## config.mk

```make
export PLATFORM = sky130hd
export DESIGN_NAME = eeprom_poll_writer
export DESIGN_NICKNAME = d
export VERILOG_FILES = /design/src/rtl/ewp_pkg.sv /design/src/rtl/ewp_cycle_timer.sv /design/src/rtl/ewp_page_addr.sv /design/src/rtl/ewp_timeout.sv /design/src/rtl/eeprom_poll_writer.sv
export SDC_FILE = /design/constraint.sdc
export NUM_CORES = 1
export LEC_CHECK = 0
export CAP_MARGIN = 40
export CORE_UTILIZATION = 35
export DETAILED_ROUTE_END_ITERATION = 12
export GPL_TIMING_DRIVEN = 0
export PLACE_DENSITY_LB_ADDON = 0.15
export SLEW_MARGIN = 30
export SYNTH_ARGS = -nofsm -noshare
export SYNTH_HDL_FRONTEND = slang
export SYNTH_SLANG_ARGS = --single-unit
```

## constraint.sdc

```tcl
create_clock -name clk -period 3.53 [get_ports clk]
set_input_delay 0.5295 -clock clk [delete_from_list [all_inputs] [get_ports clk]]
set_output_delay 0.5295 -clock clk [all_outputs]
set_load 0.02 [all_outputs]
```

## src/rtl/ewp_pkg.sv

```systemverilog
package ewp_pkg;
  typedef enum logic [2:0] {
    ST_IDLE,
    ST_LOAD,
    ST_SETUP,
    ST_STROBE,
    ST_HOLD,
    ST_GAP,
    ST_READ
  } ewp_state_t;
endpackage

```

## src/rtl/ewp_cycle_timer.sv

```systemverilog
module ewp_cycle_timer #(
  parameter int W = 16
) (
  input  logic         clk,
  input  logic         rst_n,
  input  logic         load,
  input  logic [W-1:0] load_val,
  output logic         expired
);
  logic [W-1:0] cnt;

  always_ff @(posedge clk) begin
    if (!rst_n)          cnt <= '0;
    else if (load)       cnt <= load_val;
    else if (cnt != '0)  cnt <= cnt - W'(1);
  end

  assign expired = (cnt == '0);
endmodule

```

## src/rtl/ewp_page_addr.sv

```systemverilog
module ewp_page_addr #(
  parameter int ADDR_W    = 17,
  parameter int PAGE_BITS = 6
) (
  input  logic              clk,
  input  logic              rst_n,
  input  logic              load,
  input  logic [ADDR_W-1:0] base,
  input  logic              step,
  output logic [ADDR_W-1:0] addr
);
  logic [ADDR_W-1:0] cur;
  logic [ADDR_W-1:0] stepped;

  generate
    if (PAGE_BITS >= ADDR_W) begin : g_flat
      assign stepped = cur + ADDR_W'(1);
    end else begin : g_paged
      assign stepped = {cur[ADDR_W-1:PAGE_BITS],
                        cur[PAGE_BITS-1:0] + PAGE_BITS'(1)};
    end
  endgenerate

  always_ff @(posedge clk) begin
    if (!rst_n)     cur <= '0;
    else if (load)  cur <= base;
    else if (step)  cur <= stepped;
  end

  assign addr = cur;
endmodule

```

## src/rtl/ewp_timeout.sv

```systemverilog
module ewp_timeout #(
  parameter int LIMIT = 2000000
) (
  input  logic clk,
  input  logic rst_n,
  input  logic clear,
  input  logic run,
  output logic expired
);
  localparam int W = $clog2(LIMIT + 1);
  localparam logic [W-1:0] LIM_V = W'(LIMIT);

  logic [W-1:0] cnt;

  always_ff @(posedge clk) begin
    if (!rst_n)                 cnt <= '0;
    else if (clear)             cnt <= '0;
    else if (run && !expired)   cnt <= cnt + W'(1);
  end

  assign expired = (cnt >= LIM_V);
endmodule

```

## src/rtl/eeprom_poll_writer.sv

```systemverilog
module eeprom_poll_writer
  import ewp_pkg::*;
#(
  parameter int ADDR_W      = 17,
  parameter int DATA_W      = 8,
  parameter int PAGE_BITS   = 6,
  parameter int GAP_W       = 16,
  parameter int SETUP_CYC   = 4,
  parameter int PULSE_CYC   = 32,
  parameter int HOLD_CYC    = 4,
  parameter int READ_CYC    = 32,
  parameter int TIMEOUT_CYC = 2000000
) (
  input  logic                 clk,
  input  logic                 rst_n,
  input  logic                 cmd_valid,
  output logic                 cmd_ready,
  input  logic [ADDR_W-1:0]    cmd_addr,
  input  logic [PAGE_BITS-1:0] cmd_count,
  input  logic                 dat_valid,
  output logic                 dat_ready,
  input  logic [DATA_W-1:0]    dat_byte,
  input  logic [GAP_W-1:0]     poll_gap,
  output logic                 done,
  output logic                 timeout_err,
  output logic                 mem_cs_n,
  output logic                 mem_oe_n,
  output logic                 mem_we_n,
  output logic [ADDR_W-1:0]    mem_addr,
  output logic [DATA_W-1:0]    dq_out,
  output logic                 dq_oe,
  input  logic [DATA_W-1:0]    dq_in
);
  localparam logic [GAP_W-1:0] SETUP_LD = GAP_W'(SETUP_CYC - 1);
  localparam logic [GAP_W-1:0] PULSE_LD = GAP_W'(PULSE_CYC - 1);
  localparam logic [GAP_W-1:0] HOLD_LD  = GAP_W'(HOLD_CYC - 1);
  localparam logic [GAP_W-1:0] READ_LD  = GAP_W'(READ_CYC - 1);
  localparam int               MSB      = DATA_W - 1;

  ewp_state_t state, nxt;

  logic [PAGE_BITS-1:0] remaining;
  logic [DATA_W-1:0]    wdata;
  logic [ADDR_W-1:0]    last_addr;
  logic                 last_msb;
  logic                 done_q, err_q;

  logic                 t_load, t_exp;
  logic [GAP_W-1:0]     t_val;
  logic                 a_load, a_step;
  logic [ADDR_W-1:0]    cur_addr;
  logic                 to_clear, to_run, to_exp;
  logic                 set_done, set_err, cap_data, cnt_load, save_last;
  logic [GAP_W-1:0]     gap_ld;
  logic                 unused_low;

  assign unused_low = ^dq_in[MSB-1:0];
  assign gap_ld = (poll_gap == '0) ? '0 : poll_gap - GAP_W'(1);

  ewp_cycle_timer #(.W(GAP_W)) u_timer (
    .clk(clk), .rst_n(rst_n), .load(t_load), .load_val(t_val), .expired(t_exp)
  );

  ewp_page_addr #(.ADDR_W(ADDR_W), .PAGE_BITS(PAGE_BITS)) u_addr (
    .clk(clk), .rst_n(rst_n), .load(a_load), .base(cmd_addr),
    .step(a_step), .addr(cur_addr)
  );

  ewp_timeout #(.LIMIT(TIMEOUT_CYC)) u_tmo (
    .clk(clk), .rst_n(rst_n), .clear(to_clear), .run(to_run), .expired(to_exp)
  );

  assign to_run = (state == ST_GAP) || (state == ST_READ);

  always_comb begin
    nxt       = state;
    t_load    = 1'b0;
    t_val     = '0;
    a_load    = 1'b0;
    a_step    = 1'b0;
    to_clear  = 1'b0;
    set_done  = 1'b0;
    set_err   = 1'b0;
    cap_data  = 1'b0;
    cnt_load  = 1'b0;
    save_last = 1'b0;
    case (state)
      ST_IDLE: if (cmd_valid) begin
        nxt      = ST_LOAD;
        a_load   = 1'b1;
        cnt_load = 1'b1;
      end
      ST_LOAD: if (dat_valid) begin
        nxt      = ST_SETUP;
        cap_data = 1'b1;
        t_load   = 1'b1;
        t_val    = SETUP_LD;
      end
      ST_SETUP: if (t_exp) begin
        nxt    = ST_STROBE;
        t_load = 1'b1;
        t_val  = PULSE_LD;
      end
      ST_STROBE: if (t_exp) begin
        nxt    = ST_HOLD;
        t_load = 1'b1;
        t_val  = HOLD_LD;
      end
      ST_HOLD: if (t_exp) begin
        if (remaining == '0) begin
          nxt       = ST_GAP;
          save_last = 1'b1;
          to_clear  = 1'b1;
          t_load    = 1'b1;
          t_val     = gap_ld;
        end else begin
          nxt    = ST_LOAD;
          a_step = 1'b1;
        end
      end
      ST_GAP: begin
        if (to_exp) begin
          nxt     = ST_IDLE;
          set_err = 1'b1;
        end else if (t_exp) begin
          nxt    = ST_READ;
          t_load = 1'b1;
          t_val  = READ_LD;
        end
      end
      ST_READ: if (t_exp) begin
        if (dq_in[MSB] == last_msb) begin
          nxt      = ST_IDLE;
          set_done = 1'b1;
        end else if (to_exp) begin
          nxt     = ST_IDLE;
          set_err = 1'b1;
        end else begin
          nxt    = ST_GAP;
          t_load = 1'b1;
          t_val  = gap_ld;
        end
      end
      default: nxt = ST_IDLE;
    endcase
  end

  always_ff @(posedge clk) begin
    if (!rst_n) begin
      state     <= ST_IDLE;
      remaining <= '0;
      wdata     <= '0;
      last_addr <= '0;
      last_msb  <= 1'b0;
      done_q    <= 1'b0;
      err_q     <= 1'b0;
    end else begin
      state  <= nxt;
      done_q <= set_done;
      err_q  <= set_err;
      if (cnt_load)  remaining <= cmd_count;
      else if (a_step) remaining <= remaining - PAGE_BITS'(1);
      if (cap_data)  wdata <= dat_byte;
      if (save_last) begin
        last_addr <= cur_addr;
        last_msb  <= wdata[MSB];
      end
    end
  end

  assign cmd_ready   = (state == ST_IDLE);
  assign dat_ready   = (state == ST_LOAD);
  assign done        = done_q;
  assign timeout_err = err_q;
  assign mem_cs_n    = !((state == ST_SETUP) || (state == ST_STROBE) ||
                         (state == ST_HOLD)  || (state == ST_READ));
  assign mem_we_n    = (state != ST_STROBE);
  assign mem_oe_n    = (state != ST_READ);
  assign dq_oe       = (state == ST_SETUP) || (state == ST_STROBE) ||
                       (state == ST_HOLD);
  assign dq_out      = wdata;
  assign mem_addr    = ((state == ST_READ) || (state == ST_GAP)) ? last_addr
                                                                 : cur_addr;
endmodule

```

==> flow_metrics.env <==
export IMPL_io_pins=92
export IMPL_rsz0062_at_grt="false"
export IMPL_wl_per_cell_um=14.5
export IMPL_ant_nets=0
export IMPL_outcome="complete, no violations"
export IMPL_cts_sinks=91
export IMPL_grt_overflow_total=0
export IMPL_min_path_cells=2
export IMPL_crit_type="reg -> out"
export IMPL_p_per_area_nw_per_um2=556
export IMPL_syn_area_um2=4730
export IMPL_viasPerCell=5.06
export IMPL_ctsResizeCount=0
export IMPL_synth_edff_count=0
export IMPL_cts_path_max_buffers=2
export IMPL_period_share_pct=92.1
export IMPL_synthTopCellsByCount="nand2_1 (157), dfxtp_1 (91), a21oi_1 (66), nor2_1 (48), xor2_1 (33)"
export IMPL_htreeDepth=3
export IMPL_avgSynthCellArea_um2=7.56
export IMPL_place_area_um2=5800
export IMPL_drive_above_1_share_pct=4.55
export IMPL_dp_hpwl_um=9730
export IMPL_synthMostInstantiatedCell="nand2_1"
export IMPL_die_w_um=118
export IMPL_cts_root_buffer="clkbuf_16"
export IMPL_muxShareOfSynthArea_pct=0.423
export IMPL_grt_usage_pct=19.2
export IMPL_rows=42
export IMPL_drc_errors=0
export IMPL_finalCriticalPeriod_ps=3250
export IMPL_async_flop_share_pct=0
export IMPL_cpMostUsedCell="nand2_1"
export IMPL_slew_viol_final=0
export IMPL_synth_top_family_by_area="simple AND/OR/NAND/NOR gates"
export IMPL_synth_seq_cells=91
export IMPL_slowest_delay_ps=610
export IMPL_floorplan_initialDensity_pct=35.9
export IMPL_ys_flop_type="dfxtp_1"
export IMPL_dieArea_um2=14000
export IMPL_portBuffers=84
export IMPL_fin_skew_ps=7.00
export IMPL_core_area_um2=13200
export IMPL_yosysTopAreaCell="dfxtp_1"
export IMPL_synthAdderAreaFrac_pct=1.80
export IMPL_max_slew_margin_rel_pct=43.2
export IMPL_endpoint_kind="output pin"
export IMPL_cp_required_ps=3000
export IMPL_slowest_stage="clkdlybuf4s50_1"
export IMPL_area_delta_synth_final_pct=28.8
export IMPL_postLayoutCellArea_um2=6090
export IMPL_hold_path_class="reg -> reg"
export IMPL_postCtsSetupRepairBufs=0
export IMPL_synth_compound_area_share_pct=15.0
export IMPL_cts_hold_buf=0
export IMPL_synth_warnings=0
export IMPL_nets=787
export IMPL_grt_pass1_vias=4445
export IMPL_dr_pass1_iters=4
export IMPL_drt_initial_drc_count=271
export IMPL_maxCapViolCount=0
export IMPL_worstMarginPinSlew_ps=845
export IMPL_clock_fmax_ghz=0.308
export IMPL_cp_data_arrival_time_ps=2720
export IMPL_setup_viol=0
export IMPL_syn_nets=691
export IMPL_numCtsBuffers=9
export IMPL_antenna_found_initial=0
export IMPL_vias=4562
export IMPL_place_congestion=0.842
export IMPL_yosysSeqAreaShare_pct=38.5
export IMPL_path_max_fanout=10
export IMPL_cp_start_kind="flip-flop"
export IMPL_hold_viol_final=0
export IMPL_synth_simple_area_share_pct=30.6
export IMPL_synth_cells=626
export IMPL_reg2reg_depth=8
export IMPL_fp_dieH_um=118
export IMPL_path_clk_slew_ps=60
export IMPL_synthTopCellsByArea="dfxtp_1 (38%), nand2_1 (12%), a21oi_1 (7.0%)"
export IMPL_diodes=0
export IMPL_p_total_mw=3.39
export IMPL_fill_cells=1309
export IMPL_finalSetupTns_ps=0
export IMPL_ys_types=57
export IMPL_synthXorXnorAreaFrac_pct=9.99
export IMPL_grt_max_degree=14
export IMPL_ir_drop_v=0.000245
export IMPL_routed_wl_um=13100
export IMPL_leakagePower_nw=2.25
export IMPL_synth_top_area_share_pct=38.5
export IMPL_clk_latency_ps=360
export IMPL_cts_tree="built"
export IMPL_path_cells="xor2_1, and2_1, clkbuf_1, buf_1, nand2_1, nand2_1, clkdlybuf4s50_1"
export IMPL_grt_pass1_wl_um=21300
==> power by group <==
| part | internal [mW] | leakage (nW) | switching (mW) |
|---|---|---|---|
| Combinational | 0.489 | 1.36 | 0.656 |
| Clock | 0.583 | 0.146 | 0.407 |
| Sequential | 1.14 | 0.741 | 0.107 |
==> kinds of logic (layout without fill, tap and decap cells) <==
| logic type | Yosys count | after routing |
|---|---|---|
| flops | 91 | 91 |
| mux | 2 | 2 |
| fa+ha+maj | 7 | 7 |
| compound gates | 117 | 117 |
| xor+xnor | 54 | 54 |
| simple gates | 311 | 311 |
| buf+inv | 44 | 144 |
==> per-layer routing <==
metal | wire (um) | track usage, % | vias up
li1 | - | - | 2324
met1 | 6200 | 24.5 | 2124
met2 | 6070 | 31.8 | 97
met3 | 532 | 2.94 | 17
met4 | 263 | 8.65 | 0
met5 | 0 | 0 | -
==> registers in the layout, summed over array words and instances (netlist names) <==
name         count
u_tmo.cnt       21
last_addr       17
u_addr.addr     17
u_timer.cnt     16
dq_out           8
remaining        6
state            3
done             1
last_msb         1
timeout_err      1
==> path summary, 6_finish.rpt <==
| path | from | endpoint | slack (ps) |
|---|---|---|---|
| setup / recovery | state[1]$_SDFFE_PN0P_ | mem_addr[15] | 280 |
| hold / removal | dq_out[1]$_SDFFE_PN0P_ | dq_out[1]$_SDFFE_PN0P_ | 450 |
| setup reg to reg | u_timer.cnt[0]$_SDFFE_PN0P_ | u_timer.cnt[6]$_SDFFE_PN0P_ | 470 |
| hold reg to reg | dq_out[1]$_SDFFE_PN0P_ | dq_out[1]$_SDFFE_PN0P_ | 450 |
==> placed cells by master, fill, tap and decap left out, drive strengths merged, types with 3 or more instances in the layout <==
cell | synthesis | final
nand2 | 157 | 157
dfxtp | 91 | 91
clkdlybuf4s50 | 0 | 84
a21oi | 66 | 66
nor2 | 49 | 49
clkbuf | 24 | 37
xor2 | 33 | 33
nand3 | 30 | 30
xnor2 | 21 | 21
nor3 | 20 | 20
o21ai | 20 | 20
inv | 15 | 15
and2 | 9 | 9
and3 | 7 | 7
nor4 | 7 | 7
a211oi | 7 | 7
nand4 | 6 | 6
o31ai | 6 | 6
ha | 6 | 6
buf | 5 | 6
or4 | 5 | 5
and4 | 4 | 4
or3 | 3 | 3
nor3b | 3 | 3
==> per-stage QoR <==
stage	setup WS [ps]	cells	hold WS (ps)	utilization, %
2_1_floorplan	1060	626	432	-
3_3_place_gp	360	886	439	43.9
3_5_place_dp	317	887	447	44.0
4_1_cts	233	902	456	46.2
5_1_grt	58.0	902	475	46.2
6_report	278	902	453	46.2
==> worst max-delay path: cells and delay by family, from the launching register on <==
kind / cells / cell delay (ps)
xor+xnor: 1 / 200
buf+inv: 3 / 1440
flops: 1 / 400
simple gates: 3 / 330
==> cell type report <==
type	instances	area (um^2)	share of cell area [%]
plain buffers	29	120	1.97
clock buffers	13	260	4.27
clock inverters	2	35.0	0.575
inverters	15	56.3	0.924
multi-input cells	491	2730	44.9
flip-flops and latches	91	1820	29.9
well taps	176	220	3.61
repair buffers	85	846	13.9
No activity file was read; power rests on OpenSTA's default activity.
